[config.mk]
export PLATFORM = sky130hd
export DESIGN_NAME = stack_xfer_unit
export DESIGN_NICKNAME = d
export VERILOG_FILES = /design/src/rtl/stk_pkg.sv /design/src/rtl/stk_pointer.sv /design/src/rtl/stk_addr.sv /design/src/rtl/stk_seq.sv /design/src/rtl/stack_xfer_unit.sv
export SDC_FILE = /design/constraint.sdc
export NUM_CORES = 1
export LEC_CHECK = 0
export ABC_AREA = 1
export BUFFER_PORTS_ARGS = -buffer_cell sky130_fd_sc_hd__buf_4
export CAP_MARGIN = 20
export CORE_ASPECT_RATIO = 1.5
export CORE_MARGIN = 2
export CORE_UTILIZATION = 40
export CTS_CLUSTER_SIZE = 24
export DETAILED_ROUTE_END_ITERATION = 6
export HOLD_SLACK_MARGIN = 0.08
export PLACE_DENSITY = 0.72
export SKIP_CTS_REPAIR_TIMING = 1
export SYNTH_ARGS = -nofsm -noshare
export SYNTH_HDL_FRONTEND = slang
export SYNTH_HIERARCHICAL = 1
export SYNTH_SLANG_ARGS = --single-unit
[constraint.sdc]
create_clock -name clk -period 4.7 [get_ports clk]
set_clock_uncertainty 0.15 [all_clocks]
set_input_delay 1.41 -clock clk [delete_from_list [all_inputs] [get_ports clk]]
set_output_delay 1.41 -clock clk [all_outputs]
set_load 0.02 [all_outputs]
[src/rtl/stk_pkg.sv]
// Shared types for the stack transfer sequencer.
// Assumes 8-bit memory bytes and 16-bit register pairs.
package stk_pkg;
    localparam int BYTE_W = 8;
    localparam int WORD_W = 2 * BYTE_W;

    typedef enum logic [1:0] {
        OP_PUSH = 2'd0,
        OP_POP  = 2'd1,
        OP_XCHG = 2'd2,
        OP_NONE = 2'd3
    } stk_op_e;

    typedef enum logic [2:0] {
        RP_AF = 3'd0,
        RP_BC = 3'd1,
        RP_DE = 3'd2,
        RP_HL = 3'd3,
        RP_IX = 3'd4,
        RP_IY = 3'd5
    } stk_rp_e;

    // Legal operation/pair combinations.
    function automatic logic op_ok(input logic [1:0] op, input logic [2:0] sel);
        case (op)
            OP_PUSH, OP_POP: op_ok = (sel <= 3'd5);
            OP_XCHG:         op_ok = (sel == 3'd3) || (sel == 3'd4) || (sel == 3'd5);
            default:         op_ok = 1'b0;
        endcase
    endfunction
endpackage

[src/rtl/stk_pointer.sv]
// Stack pointer register: steps by two in either direction and wraps
// modulo 2**AW. Assumes the sequencer never requests both steps at once.
module stk_pointer #(
    parameter int          AW       = 16,
    parameter logic [AW-1:0] SP_RESET = '0
) (
    input  logic          clk,
    input  logic          rst_n,
    input  logic          dec2,
    input  logic          inc2,
    output logic [AW-1:0] sp
);
    localparam logic [AW-1:0] STEP = AW'(2);

    logic [AW-1:0] sp_q;

    // Hold, decrement or increment the pointer.
    always_ff @(posedge clk) begin
        if (!rst_n)    sp_q <= SP_RESET;
        else if (dec2) sp_q <= sp_q - STEP;
        else if (inc2) sp_q <= sp_q + STEP;
    end

    assign sp = sp_q;

    p_no_dual_step_r8: assert property (@(posedge clk) disable iff (!rst_n)
        !(dec2 && inc2));

    p_sp_step_r8: assert property (@(posedge clk) disable iff (!rst_n)
        (sp_q != $past(sp_q)) |->
            ((sp_q == AW'($past(sp_q) + STEP)) || (sp_q == AW'($past(sp_q) - STEP))));
endmodule

[src/rtl/stk_addr.sv]
// Byte address generator: the pointer, or the pointer plus one for the
// high byte. Wraps modulo 2**AW.
module stk_addr #(
    parameter int AW = 16
) (
    input  logic [AW-1:0] sp,
    input  logic          hi,
    output logic [AW-1:0] addr
);
    // Add the byte offset.
    always_comb addr = sp + {{(AW-1){1'b0}}, hi};
endmodule

[src/rtl/stk_seq.sv]
// Operation sequencer: one memory byte per cycle. A push writes low then high.
// A pop reads low then high. An exchange reads both bytes and then writes both.
// Assumes mem_rdata is valid in the same cycle as the address, and pair_in
// is valid in the start cycle.
module stk_seq
    import stk_pkg::*;
(
    input  logic              clk,
    input  logic              rst_n,
    input  logic              start,
    input  logic [1:0]        op,
    input  logic [2:0]        sel,
    input  logic [WORD_W-1:0] pair_in,
    input  logic [BYTE_W-1:0] mem_rdata,
    output logic              byte_hi,
    output logic              mem_re,
    output logic              mem_we,
    output logic [BYTE_W-1:0] mem_wdata,
    output logic              pair_we,
    output logic [2:0]        pair_sel,
    output logic [WORD_W-1:0] pair_wdata,
    output logic              flags_we,
    output logic              busy,
    output logic              done,
    output logic              sp_dec2,
    output logic              sp_inc2
);
    typedef enum logic [3:0] {
        S_IDLE, S_PUSH_LO, S_PUSH_HI, S_POP_LO, S_POP_HI,
        S_XR_LO, S_XR_HI, S_XW_LO, S_XW_HI
    } seq_st_e;

    seq_st_e           state, nxt;
    logic [2:0]        sel_q;
    logic [WORD_W-1:0] word_q;
    logic [BYTE_W-1:0] lo_q, hi_q;
    logic              accept;

    assign accept = (state == S_IDLE) && start && op_ok(op, sel);

    // Next-state selection.
    always_comb begin
        nxt = state;
        case (state)
            S_IDLE: if (accept) begin
                case (op)
                    OP_PUSH: nxt = S_PUSH_LO;
                    OP_POP:  nxt = S_POP_LO;
                    default: nxt = S_XR_LO;
                endcase
            end
            S_PUSH_LO: nxt = S_PUSH_HI;
            S_POP_LO:  nxt = S_POP_HI;
            S_XR_LO:   nxt = S_XR_HI;
            S_XR_HI:   nxt = S_XW_LO;
            S_XW_LO:   nxt = S_XW_HI;
            default:   nxt = S_IDLE;
        endcase
    end

    // State register.
    always_ff @(posedge clk) begin
        if (!rst_n) state <= S_IDLE;
        else        state <= nxt;
    end

    // Capture the operands at accept and the bytes read from memory.
    always_ff @(posedge clk) begin
        if (!rst_n) begin
            sel_q  <= '0;
            word_q <= '0;
            lo_q   <= '0;
            hi_q   <= '0;
        end else begin
            if (accept) begin
                sel_q  <= sel;
                word_q <= pair_in;
            end
            if (state == S_POP_LO || state == S_XR_LO) lo_q <= mem_rdata;
            if (state == S_XR_HI)                      hi_q <= mem_rdata;
        end
    end

    // Output decode from the state.
    always_comb begin
        byte_hi    = (state == S_PUSH_HI) || (state == S_POP_HI) ||
                     (state == S_XR_HI)   || (state == S_XW_HI);
        mem_we     = (state == S_PUSH_LO) || (state == S_PUSH_HI) ||
                     (state == S_XW_LO)   || (state == S_XW_HI);
        mem_re     = (state == S_POP_LO)  || (state == S_POP_HI) ||
                     (state == S_XR_LO)   || (state == S_XR_HI);
        mem_wdata  = byte_hi ? word_q[WORD_W-1:BYTE_W] : word_q[BYTE_W-1:0];
        pair_we    = (state == S_POP_HI) || (state == S_XW_HI);
        pair_wdata = (state == S_POP_HI) ? {mem_rdata, lo_q} : {hi_q, lo_q};
        pair_sel   = sel_q;
        flags_we   = (state == S_POP_HI) && (sel_q == RP_AF);
        busy       = (state != S_IDLE);
        done       = (state == S_PUSH_HI) || (state == S_POP_HI) || (state == S_XW_HI);
        sp_dec2    = accept && (op == OP_PUSH);
        sp_inc2    = (state == S_POP_HI);
    end

    p_done_in_busy_r11: assert property (@(posedge clk) disable iff (!rst_n)
        done |-> busy);

    p_done_single_r11: assert property (@(posedge clk) disable iff (!rst_n)
        done |=> !done);

    p_mem_excl_r11: assert property (@(posedge clk) disable iff (!rst_n)
        (mem_we || mem_re) |-> (busy && !(mem_we && mem_re)));

    p_pair_we_last_r3: assert property (@(posedge clk) disable iff (!rst_n)
        pair_we |-> done);

    p_flags_af_r7: assert property (@(posedge clk) disable iff (!rst_n)
        flags_we |-> (pair_we && pair_sel == 3'd0));

    p_ignore_bad_r5: assert property (@(posedge clk) disable iff (!rst_n)
        (!busy && start && !op_ok(op, sel)) |=> !busy);

    p_busy_start_r9: assert property (@(posedge clk) disable iff (!rst_n)
        (busy && !done) |=> (busy && $stable(pair_sel)));
endmodule

[src/rtl/stack_xfer_unit.sv]
// Stack transfer sequencer top: stack pointer, byte address generator and
// operation sequencer. Assumes a byte memory with read data in the same cycle.
module stack_xfer_unit
    import stk_pkg::*;
#(
    parameter int            AW       = 16,
    parameter logic [AW-1:0] SP_RESET = '0
) (
    input  logic              clk,
    input  logic              rst_n,
    input  logic              start,
    input  logic [1:0]        op,
    input  logic [2:0]        rsel,
    input  logic [15:0]       pair_in,
    input  logic [7:0]        mem_rdata,
    output logic [AW-1:0]     mem_addr,
    output logic              mem_re,
    output logic              mem_we,
    output logic [7:0]        mem_wdata,
    output logic              pair_we,
    output logic [2:0]        pair_sel,
    output logic [15:0]       pair_out,
    output logic              flags_we,
    output logic              busy,
    output logic              done,
    output logic [AW-1:0]     sp_out
);
    logic          byte_hi, sp_dec2, sp_inc2;
    logic [AW-1:0] sp;

    stk_pointer #(.AW(AW), .SP_RESET(SP_RESET)) u_sp (
        .clk(clk), .rst_n(rst_n), .dec2(sp_dec2), .inc2(sp_inc2), .sp(sp)
    );

    stk_addr #(.AW(AW)) u_addr (.sp(sp), .hi(byte_hi), .addr(mem_addr));

    stk_seq u_seq (
        .clk(clk), .rst_n(rst_n), .start(start), .op(op), .sel(rsel),
        .pair_in(pair_in), .mem_rdata(mem_rdata), .byte_hi(byte_hi),
        .mem_re(mem_re), .mem_we(mem_we), .mem_wdata(mem_wdata),
        .pair_we(pair_we), .pair_sel(pair_sel), .pair_wdata(pair_out),
        .flags_we(flags_we), .busy(busy), .done(done),
        .sp_dec2(sp_dec2), .sp_inc2(sp_inc2)
    );

    assign sp_out = sp;

    p_sp_quiet_r4: assert property (@(posedge clk) disable iff (!rst_n)
        (busy && !done && !mem_re && mem_we) |=> $stable(sp));

    p_sp_idle_r10: assert property (@(posedge clk) disable iff (!rst_n)
        (!busy && !(start && op == 2'd0)) |=> $stable(sp));
endmodule

==> results of run 1 <==
## power by group through the flow
stage               Combinational (W)  Clock, W  Sequential [W]
floorplan                    0.000635         0        0.000693
global placement             0.000994         0        0.000678
detailed placement            0.00101         0        0.000681
CTS                           0.00101  0.000406        0.000671
global route                  0.00112  0.000420        0.000685
finish                        0.00101  0.000395        0.000670
## cells in the final DEF, fill, tap and decap left out, types with 2 or more instances in the layout
cell type / count
o21ai_1: 11
clkbuf_16: 5
nand4_1: 7
o21ai_0: 26
inv_1: 88
nor2_4: 7
clkinv_1: 2
nand2_2: 8
nand3_2: 4
nor2_2: 7
xnor2_1: 4
inv_2: 2
nand2_4: 3
nand3_1: 25
dfxtp_1: 54
nor2_1: 115
xor2_1: 12
nand2_1: 177
a21oi_1: 13
ha_1: 16
buf_4: 97
## worst max path at each step
stage,startpoint,endpoint,slack [ns],cells past startpoint
2_1_floorplan,op[0],u_sp/sp[15],0.60,16
3_3_place_gp,op[0],u_sp/sp[12],1.12,15
3_5_place_dp,op[0],u_sp/sp[14],1.06,17
4_1_cts,u_seq/state[3],mem_addr[0],0.95,7
5_1_grt,u_seq/state[3],mem_addr[0],0.85,7
6_report,u_seq/state[3],mem_addr[0],0.97,7
## routing by layer
layer	vias up	routed length, um
li1	2036	-
met1	1759	4040
met2	108	5254
met3	19	528
met5	-	0
met4	0	295
## per-stage QoR
step	hold WS, ns	total power (W)	worst slack, ns
global route	0.3742	0.002220	0.8545
finish	0.3308	0.002070	0.9663
CTS	0.3326	0.002092	0.9529
detailed placement	0.3211	0.001692	1.064
global placement	0.3029	0.001672	1.119
floorplan	0.3054	0.001328	0.5976
## kinds of logic after synthesis
family	Yosys count
buffers and inverters	109
other	1
adder cells (fa/ha/maj)	17
AND/OR/NAND/NOR	360
XOR/XNOR	16
flip-flops	54
AO/OA/AOI/OAI	54
## flip-flops by register name (all words and copies together), names as in the netlist
signal	cells
u_seq/hi_q	8
u_seq/lo_q	8
u_seq/pair_sel	3
u_seq/state	4
u_seq/word_q	16
u_sp/sp	15
## worst register-to-register path: stages (launching register included)
cell	delay [ns]
dfxtp_1	0.39
nor2_4	0.14
nand2_2	0.12
nor2_4	0.13
nand3_2	0.08
nor3_2	0.11
buf_4	0.28
ha_1	0.32
nand2_1	0.10
inv_1	0.07
nand2_1	0.07
nand2_1	0.07
a21oi_1	0.19
nand2_1	0.07
nand2_1	0.06
nand3_1	0.06
nand2_1	0.07
inv_1	0.03
## area by class of cell
type                            instances  area [um^2]
Fill cell                             958         4524
Multi-Input combinational cell        448         2220
Sequential cell                        54         1081
Timing Repair Buffer                   97        728.2
Inverter                               93        351.6
Tap cell                              112        140.1
Clock buffer                            6        138.9
Clock inverter                          2        16.27
==> impl_metrics.env, run 1 <==
export IMPL_status="finished clean"
export IMPL_clkTransAtPathRegs_ns=0.07
export IMPL_synth_cells=611
export IMPL_synth_fp_nets=660
export IMPL_gr_total_overflow=0
export IMPL_ir_drop_uv=241.0
export IMPL_dieArea_um2=10240
export IMPL_vias=3922
export IMPL_min_path_type="flip-flop to flip-flop"
export IMPL_r2r_cells=17
export IMPL_grt_busiest_layer="met2"
export IMPL_finalSetupViolCount=0
export IMPL_synth_mux_area_share_pct=0
export IMPL_cts_tree="built"
export IMPL_p_int_w=0.001146
export IMPL_synthTopCellsByArea="dfxtp_1 29%, nand2_1 18%, nor2_1 11%"
export IMPL_post_route_period_util_pct=79.44
export IMPL_path_max_fanout=18
export IMPL_hold_viol_final=0
export IMPL_place_inst=804
export IMPL_hpwl_um=7757
export IMPL_ys_ff_latch=54
export IMPL_synth_cell_types=38
export IMPL_yosys_area_share_simple_pct=41.74
export IMPL_grt_util_met3_pct=4.473
export IMPL_cp_top_family="simple AND/OR/NAND/NOR gates"
export IMPL_finalSetupTns_ns=0
export IMPL_drc=0
export IMPL_areaGrowthSynthToFinish_pct=23.99
export IMPL_grtUsageTotal_pct=19.82
export IMPL_worst_path_buf_inv=3
export IMPL_place_area_um2=4521
export IMPL_cts_inserted_buffers=5
export IMPL_synth_xor_area_share_pct=3.716
export IMPL_yosysTopAreaCellShare_pct=28.67
export IMPL_combPwrFrac_pct=48.6
export IMPL_worstHoldStart="u_seq/pair_sel[1]"
export IMPL_crit_arrival_ns=2.17
export IMPL_r2r_start="u_seq/state[0]"
export IMPL_fin_crit_ns=3.734
export IMPL_first_iter_violations=219
export IMPL_synth_edff_count=0
export IMPL_start_util_pct=40.99
export IMPL_switching_share_pct=44.66
export IMPL_worstSetupPathType="flip-flop to primary output"
export IMPL_grtUsageMet2_pct=36.90
export IMPL_grt_max_degree=41
export IMPL_synth_area_per_cell_um2=6.172
export IMPL_cts_root_buf="clkbuf_16"
export IMPL_cpMaxStageDelayCell="dfxtp_1"
export IMPL_placementRows=43
export IMPL_power_density_nw_per_um2=442.7
export IMPL_stdcell_count=812
export IMPL_antennaDiodeCount=0
export IMPL_startpoint_type="flip-flop"
export IMPL_yosysWarnings=6
export IMPL_synth_top_family_by_area="simple AND/OR/NAND/NOR gates"
export IMPL_antenna_found_initial=0
export IMPL_path_cells="inv_1 > nand2_1 > inv_2 > nand2_1 > nand4_4 > ha_1 > buf_4"
export IMPL_power_leakage_nw=2.596
export IMPL_synth_adder_area_share_pct=5.839
export IMPL_clk_latency_ns=0.30
export IMPL_synth_commonest_cells="177 x nand2_1, 115 x nor2_1, 88 x inv_1, 54 x dfxtp_1, 26 x o21ai_0"
export IMPL_cp_end_kind="primary output"
export IMPL_final_core_util_pct=50.82
export IMPL_die_w_um=83.28
export IMPL_wirelength_um=10120
export IMPL_routedWlPerCell_um=12.46
export IMPL_met1_usage_pct=21.16
export IMPL_clock_fmax_mhz=267.8
export IMPL_postRouteAntennaNets=0
export IMPL_ys_flop_type="dfxtp_1"
export IMPL_hold_path_depth=2
export IMPL_htree_levels=2
export IMPL_post_route_cells_drive_above_1_share_pct=20.00
export IMPL_maxSlewViolCount=0
export IMPL_portBuffers=95
export IMPL_path_common_cell="nand2_1"
export IMPL_syn_area_um2=3771
export IMPL_fin_area_um2=4676
export IMPL_ys_seq_area_share_pct=28.67
export IMPL_rrSetupSlack_ns=2.10
export IMPL_cpPeakStageDelay_ns=0.43
export IMPL_grt_pass1_wl_um=16480
export IMPL_viasPerCell=4.830
export IMPL_grt_pass1_vias=3588
export IMPL_synth_compound_area_share_pct=7.465
export IMPL_seq_power_share_pct=32.4
export IMPL_core_area_um2=9200
export IMPL_switching_power_w=0.0009246
export IMPL_required_ns=3.14
export IMPL_final_nets=748
export IMPL_synth_most_common_cell="nand2_1"
export IMPL_fp_dieH_um=122.9
export IMPL_ioPinCount=97
export IMPL_worstHoldEndpoint="u_seq/pair_sel[1]"
export IMPL_r2r_end="u_sp/sp[14]"
export IMPL_async_reset_ff_share_pct=0
export IMPL_netlist_top_cell_by_area="dfxtp_1"
export IMPL_rsz0062_at_grt="no"
export IMPL_gp_congestion=0.9027
export IMPL_firstDrtPassIters=5
export IMPL_cap_violations=0
export IMPL_clk_path_buf_depth=2
export IMPL_clock_power_share_pct=19.1
export IMPL_clock_sinks=54
Power figures use the tool's default switching activity.
==> run 2: changes to the inputs <==
--- a/config.mk
+++ b/config.mk
@@ -5,7 +5,7 @@
 export SDC_FILE = /design/constraint.sdc
 export NUM_CORES = 1
 export LEC_CHECK = 0
-export ABC_AREA = 1
+export ABC_AREA = 0
 export BUFFER_PORTS_ARGS = -buffer_cell sky130_fd_sc_hd__buf_4
 export CAP_MARGIN = 20
 export CORE_ASPECT_RATIO = 1.5
@@ -14,7 +14,7 @@
 export CTS_CLUSTER_SIZE = 24
 export DETAILED_ROUTE_END_ITERATION = 6
 export HOLD_SLACK_MARGIN = 0.08
-export PLACE_DENSITY = 0.72
+export PLACE_DENSITY = 0.73
 export SKIP_CTS_REPAIR_TIMING = 1
 export SYNTH_ARGS = -nofsm -noshare
 export SYNTH_HDL_FRONTEND = slang
==> constraint.sdc (replaced) <==
create_clock -name clk -period 3.44 [get_ports clk]
set_clock_uncertainty 0.15 [all_clocks]
set_input_delay 1.032 -clock clk [delete_from_list [all_inputs] [get_ports clk]]
set_output_delay 1.032 -clock clk [all_outputs]
set_load 0.02 [all_outputs]
==> impl_metrics.env, run 2 <==
export IMPL_status="finished clean"
export IMPL_cts_root_buf="clkbuf_16"
export IMPL_fp_dieH_um=118.8
export IMPL_vias=3270
export IMPL_core_area_um2=8464
export IMPL_async_reset_ff_share_pct=0
export IMPL_postRouteAntennaNets=0
export IMPL_worstSetupPathType="input pin to flip-flop"
export IMPL_start_util_pct=41.51
export IMPL_maxSlewViolCount=0
export IMPL_ir_drop_uv=277.5
export IMPL_post_route_period_util_pct=99.76
export IMPL_startpoint_type="input pin"
export IMPL_path_max_fanout=8
export IMPL_stdcell_count=633
export IMPL_portBuffers=95
export IMPL_fin_ws_ns=0.008230
export IMPL_syn_area_um2=3513
export IMPL_synth_commonest_cells="58 x nand2_1, 54 x dfxtp_1, 35 x mux2i_1, 19 x nor2b_1, 17 x nor2_1"
export IMPL_routedWlPerCell_um=14.83
export IMPL_areaGrowthSynthToFinish_pct=42.17
export IMPL_dieArea_um2=9564
export IMPL_cap_violations=0
export IMPL_worstMarginPinSlew_ns=0.8408
export IMPL_wirelength_um=9390
export IMPL_place_area_um2=4591
export IMPL_ioPinCount=97
export IMPL_synth_most_common_cell="nand2_1"
export IMPL_combPwrFrac_pct=24.2
export IMPL_clk_latency_ns=0.30
export IMPL_rsz0062_at_grt="yes"
export IMPL_finalSetupTns_ns=0
export IMPL_power_leakage_nw=2.287
export IMPL_switching_share_pct=28.38
export IMPL_synth_cell_types=63
export IMPL_relSlewSlack_pct=43.70
export IMPL_finalSetupViolCount=0
export IMPL_seq_power_share_pct=40.0
export IMPL_crit_arrival_ns=3.48
export IMPL_yosysTopAreaCellShare_pct=30.77
export IMPL_htree_levels=2
export IMPL_cp_top_family="simple AND/OR/NAND/NOR gates"
export IMPL_ys_flop_type="dfxtp_1"
export IMPL_antenna_found_initial=0
export IMPL_power_density_nw_per_um2=339.0
export IMPL_fin_crit_ns=3.432
export IMPL_clkTransAtPathRegs_ns=0.07
export IMPL_viasPerCell=5.166
export IMPL_synth_cells=396
export IMPL_clock_fmax_mhz=291.4
export IMPL_yosysWarnings=6
export IMPL_most_common_layout_cells="139 x buf_4, 57 x nand2_1, 54 x dfxtp_1, 35 x mux2i_1, 19 x nor2b_1"
export IMPL_clk_path_buf_depth=2
export IMPL_synth_area_per_cell_um2=8.872
export IMPL_final_nets=574
export IMPL_fin_area_um2=4995
export IMPL_grt_max_degree=72
export IMPL_drc=0
export IMPL_largest_register_ff_count=16
export IMPL_switching_power_w=0.0004804
export IMPL_place_inst=618
export IMPL_hold_viol_final=0
export IMPL_regMostFlops="u_seq/word_q"
export IMPL_pre_cts_ws_ns=-0.4010
export IMPL_mostFrequentLayoutCell="buf_4"
export IMPL_antennaDiodeCount=0
export IMPL_hpwl_um=6826
export IMPL_cts_tree="built"
export IMPL_placementRows=41
export IMPL_first_iter_violations=95
export IMPL_netlist_top_cell_by_area="dfxtp_1"
export IMPL_grt_pass1_wl_um=15060
export IMPL_grt_pass1_vias=3241
export IMPL_cpMaxStageDelayCell="a221oi_4"
export IMPL_gp_congestion=0.8423
export IMPL_ys_seq_area_share_pct=30.77
export IMPL_required_ns=3.49
export IMPL_clock_power_share_pct=35.8
export IMPL_gr_total_overflow=0
export IMPL_fillers=725
export IMPL_p_int_w=0.001213
export IMPL_clock_sinks=54
export IMPL_cp_end_kind="flip-flop"
export IMPL_ys_ff_latch=54
export IMPL_cts_inserted_buffers=5
export IMPL_path_cells="buf_6 > o21bai_1 > a21boi_1 > and3_1 > nor3b_4 > buf_12 > buf_12 > ha_4 > and3_4 > a221oi_4 > buf_6 > xor2_1 > o21ai_1 > and2_1"
export IMPL_cpPeakStageDelay_ns=0.34
export IMPL_synthTopCellsByArea="dfxtp_1 31%, mux2i_1 10%, nand2_1 6.2%"
export IMPL_post_route_cells_drive_above_1_share_pct=37.26
export IMPL_worst_path_buf_inv=4
export IMPL_grtUsageTotal_pct=19.35
export IMPL_die_w_um=80.52
export IMPL_min_path_type="flip-flop to flip-flop"
export IMPL_firstDrtPassIters=4
export IMPL_synth_edff_count=0
export IMPL_synth_fp_nets=445
-- run 2: changes by cell type in the layout (fill, tap and decap cells not counted), sizes merged, moves of 14 or more --
cell,previous run,this run
nor2,129,18
nand2,188,58
nand3,29,15
inv,92,10
mux2,0,16
o21ai,38,12
buf,97,145
mux2i,0,35
nor2b,0,19
-- run 2: layer usage --
layer,track usage (%),vias to the layer above,part of all wire (%)
met3,4.427,9,5.7
met2,35.78,92,54
met5,0,-,0
met4,4.449,0,1.2
met1,21.88,1540,39
li1,-,1629,-
-- run 2: cells by family after synthesis --
| kind of cell | count (synthesis) | synth area share [%] |
|---|---|---|
| xor gates and xnor gates | 28 | 7.194 |
| other | 1 | 0.1067 |
| AOI/OAI and AO/OA | 61 | 12.57 |
| muxes | 51 | 15.10 |
| DFF | 54 | 30.77 |
| and+or+nand+nor | 152 | 23.01 |
| buffers and inverters | 32 | 4.985 |
| adders and majority gates | 17 | 6.268 |
-- run 2: metrics by stage --
stage / power [W] / hold WS (ns) / utilization (%)
2_1_floorplan: 0.0009310 / 0.2806 / -
3_3_place_gp: 0.001078 / 0.2883 / 54.24
3_5_place_dp: 0.001085 / 0.2958 / 54.24
4_1_cts: 0.001686 / 0.3093 / 56.33
5_1_grt: 0.001765 / 0.3290 / 59.01
6_report: 0.001693 / 0.3079 / 59.01
-- run 2: tightest hold or removal path, cell delays in order, from the launching register on --
cell     delay [ns]
dfxtp_1        0.31
nand2_1        0.05
mux2i_1        0.05
-- run 2: final cells by class --
type                    instances  area (um^2)  area share (%)
clock buffers                   6        138.9           2.781
clock inverters                 2        38.79          0.7766
inverters                       9        33.78          0.6764
multi-input cells             310         2440           48.85
flip-flops and latches         54         1081           21.64
well taps                     107        133.9           2.680
repair buffers                145         1129           22.60
-- run 2: power groups by stage --
stage	Sequential (W)	Combinational [W]	Clock [W]
finish	0.000678	0.000409	0.000606
detailed placement	0.000691	0.000394	0
CTS	0.000676	0.000396	0.000613
global placement	0.000689	0.000389	0
global route	0.000682	0.000443	0.000640
floorplan	0.000698	0.000233	0
-- run 2: path summary, 6_finish.rpt --
check	endpoint	cells past startpoint	slack, ns	from
worst max-delay path	u_sp/sp[9]	14	0.008	op[0]
worst min-delay path	u_seq/word_q[7]	2	0.31	u_seq/word_q[7]
worst max register to register	u_sp/sp[9]	13	0.33	u_seq/state[1]
worst min register to register	u_seq/word_q[7]	2	0.31	u_seq/word_q[7]
==> run 3: changes to the inputs <==
--- a/config.mk
+++ b/config.mk
@@ -5,16 +5,16 @@
 export SDC_FILE = /design/constraint.sdc
 export NUM_CORES = 1
 export LEC_CHECK = 0
-export ABC_AREA = 0
-export BUFFER_PORTS_ARGS = -buffer_cell sky130_fd_sc_hd__buf_4
+export ABC_AREA = 1
 export CAP_MARGIN = 20
 export CORE_ASPECT_RATIO = 1.5
 export CORE_MARGIN = 2
 export CORE_UTILIZATION = 40
 export CTS_CLUSTER_SIZE = 24
 export DETAILED_ROUTE_END_ITERATION = 6
+export DONT_BUFFER_PORTS = 1
 export HOLD_SLACK_MARGIN = 0.08
-export PLACE_DENSITY = 0.73
+export PLACE_DENSITY = 0.63
 export SKIP_CTS_REPAIR_TIMING = 1
 export SYNTH_ARGS = -nofsm -noshare
 export SYNTH_HDL_FRONTEND = slang
==> impl_metrics.env, run 3 (same netlist as run 1, synthesis figures left out) <==
export IMPL_cpPeakStageDelay_ns=0.42
export IMPL_fin_area_um2=4074
export IMPL_clkTransAtPathRegs_ns=0.07
export IMPL_relSlewSlack_pct=61.36
export IMPL_post_route_cells_drive_above_1_share_pct=9.238
export IMPL_path_max_fanout=18
export IMPL_worstSetupPathType="flip-flop to primary output"
export IMPL_die_w_um=83.28
export IMPL_start_util_pct=40.99
export IMPL_clk_path_buf_depth=2
export IMPL_placementRows=43
export IMPL_firstDrtPassIters=4
export IMPL_final_nets=665
export IMPL_place_area_um2=3908
export IMPL_hold_viol_final=0
export IMPL_vias=3552
export IMPL_ir_drop_uv=405.0
export IMPL_cpMaxStageDelayCell="dfxtp_1"
export IMPL_final_core_util_pct=44.28
export IMPL_multi_input_area_um2=2230
export IMPL_fin_crit_ns=3.168
export IMPL_cts_root_buf="clkbuf_16"
export IMPL_power_leakage_nw=2.175
export IMPL_crit_arrival_ns=1.99
export IMPL_gr_total_overflow=0
export IMPL_status="finished clean"
export IMPL_power_density_nw_per_um2=641.7
export IMPL_r2r_end="u_sp/sp[7]"
export IMPL_r2r_start="u_seq/state[1]"
export IMPL_portBuffers=0
export IMPL_fillers=966
export IMPL_wirelength_um=9615
export IMPL_postRouteAntennaNets=0
export IMPL_worstMarginPinSlew_ns=0.5788
export IMPL_post_route_period_util_pct=92.10
export IMPL_largest_register_ff_count=16
export IMPL_grt_pass1_vias=3305
export IMPL_cts_inserted_buffers=5
export IMPL_cts_tree="built"
export IMPL_drc=0
export IMPL_clock_fmax_mhz=315.6
export IMPL_antennaDiodeCount=0
export IMPL_core_area_um2=9200
export IMPL_grtUsageTotal_pct=18.57
export IMPL_antenna_found_initial=0
export IMPL_clk_latency_ns=0.29
export IMPL_dieArea_um2=10240
export IMPL_path_depth=7
export IMPL_ioPinCount=97
export IMPL_gp_congestion=0.8681
export IMPL_grt_pass1_wl_um=15400
export IMPL_worst_path_buf_inv=3
export IMPL_rsz0062_at_grt="no"
export IMPL_cp_end_kind="primary output"
export IMPL_grt_max_degree=41
export IMPL_hold_ws_ns=0.3328
export IMPL_cp_top_family="simple AND/OR/NAND/NOR gates"
export IMPL_required_ns=2.26
export IMPL_viasPerCell=4.872
export IMPL_most_common_layout_cells="177 x nand2_1, 115 x nor2_1, 88 x inv_1, 54 x dfxtp_1, 26 x o21ai_0"
export IMPL_mostFrequentLayoutCell="nand2_1"
export IMPL_cp_endpoint="mem_wdata[0]"
export IMPL_min_path_type="flip-flop to flip-flop"
export IMPL_finalSetupViolCount=0
export IMPL_fp_dieH_um=122.9
export IMPL_areaGrowthSynthToFinish_pct=8.029
export IMPL_first_iter_violations=178
export IMPL_regMostFlops="u_seq/word_q"
export IMPL_path_cells="inv_1 > nand2_1 > inv_2 > nand2_2 > nand4_4 > o21ai_0 > buf_4"
export IMPL_startpoint_type="flip-flop"
export IMPL_hpwl_um=7346
export IMPL_r2r_cells=13
export IMPL_cap_violations=0
export IMPL_maxSlewViolCount=0
export IMPL_htree_levels=2
export IMPL_ff_latch_area_um2=1081
export IMPL_clock_sinks=54
export IMPL_routedWlPerCell_um=13.19
export IMPL_hold_path_depth=2
export IMPL_rrSetupSlack_ns=0.71
export IMPL_crit_start="u_seq/state[3]"
[run 3: cell count changes in the layout (fill, tap and decap cells not counted), moves of 9 or more]
| cell | change |
|---|---|
| mux2i_1 | -35 |
| nor2b_1 | -19 |
| inv_1 | +80 |
| nor2_1 | +98 |
| nand2_1 | +120 |
| nand3_1 | +12 |
| buf_4 | -125 |
| xnor2_1 | -11 |
| mux2_1 | -16 |
| a21o_1 | -9 |
| o21ai_0 | +20 |
[run 3: worst min-delay path by stage]
stage | to | startpoint | slack (ns)
6_report | u_seq/hi_q[6] | u_seq/hi_q[6] | 0.33
5_1_grt | u_seq/hi_q[3] | u_seq/hi_q[3] | 0.36
4_1_cts | u_seq/hi_q[6] | u_seq/hi_q[6] | 0.34
3_5_place_dp | u_seq/hi_q[6] | u_seq/hi_q[6] | 0.32
3_3_place_gp | u_seq/hi_q[6] | u_seq/hi_q[6] | 0.32
2_1_floorplan | u_seq/hi_q[0] | u_seq/hi_q[0] | 0.31
[run 3: metal layers]
layer,up-vias,global-route usage (%),part of all wire [%],wire length [um]
met1,1577,19.44,39,3759
met3,19,3.805,4.8,466
met5,-,0,0,0
li1,1870,-,-,-
met2,86,35.28,53,5095
met4,0,8.914,3.1,294
[run 3: per-stage QoR]
stage	instances	total power [W]	TNS, ns	worst slack [ns]
floorplan	611	0.001816	-0.01112	-0.01112
global placement	721	0.002041	0	0.3216
detailed placement	721	0.002058	0	0.3050
CTS	729	0.002656	0	0.2167
global route	729	0.002805	0	0.05396
finish	729	0.002614	0	0.2717
[run 3: cell type report]
class                           count  area share [%]
Inverter                           93           8.630
Clock buffer                        6           3.163
Clock inverter                      2          0.9214
Sequential cell                    54           26.54
Tap cell                          112           3.440
Multi-Input combinational cell    448           54.73
Timing Repair Buffer               14           2.580
[run 3: worst register-to-register path, cell delays in order, from the launching register on]
cell     delay [ns]
dfxtp_1        0.37
nor2_4         0.16
nand2_2        0.17
nor2_4         0.15
nand3_2        0.10
nor3_4         0.13
buf_4          0.28
ha_1           0.33
or2_1          0.24
nand3_2        0.09
nand2_4        0.06
xor2_1         0.14
o21ai_1        0.19
inv_1          0.06
[run 3: power breakdown]
group | total (W) | switching (W) | internal, W | leakage (nW)
combinational | 0.00108 | 0.000747 | 0.000330 | 1.66
sequential | 0.000962 | 0.000220 | 0.000743 | 0.440
clock | 0.000574 | 0.000230 | 0.000344 | 0.0771
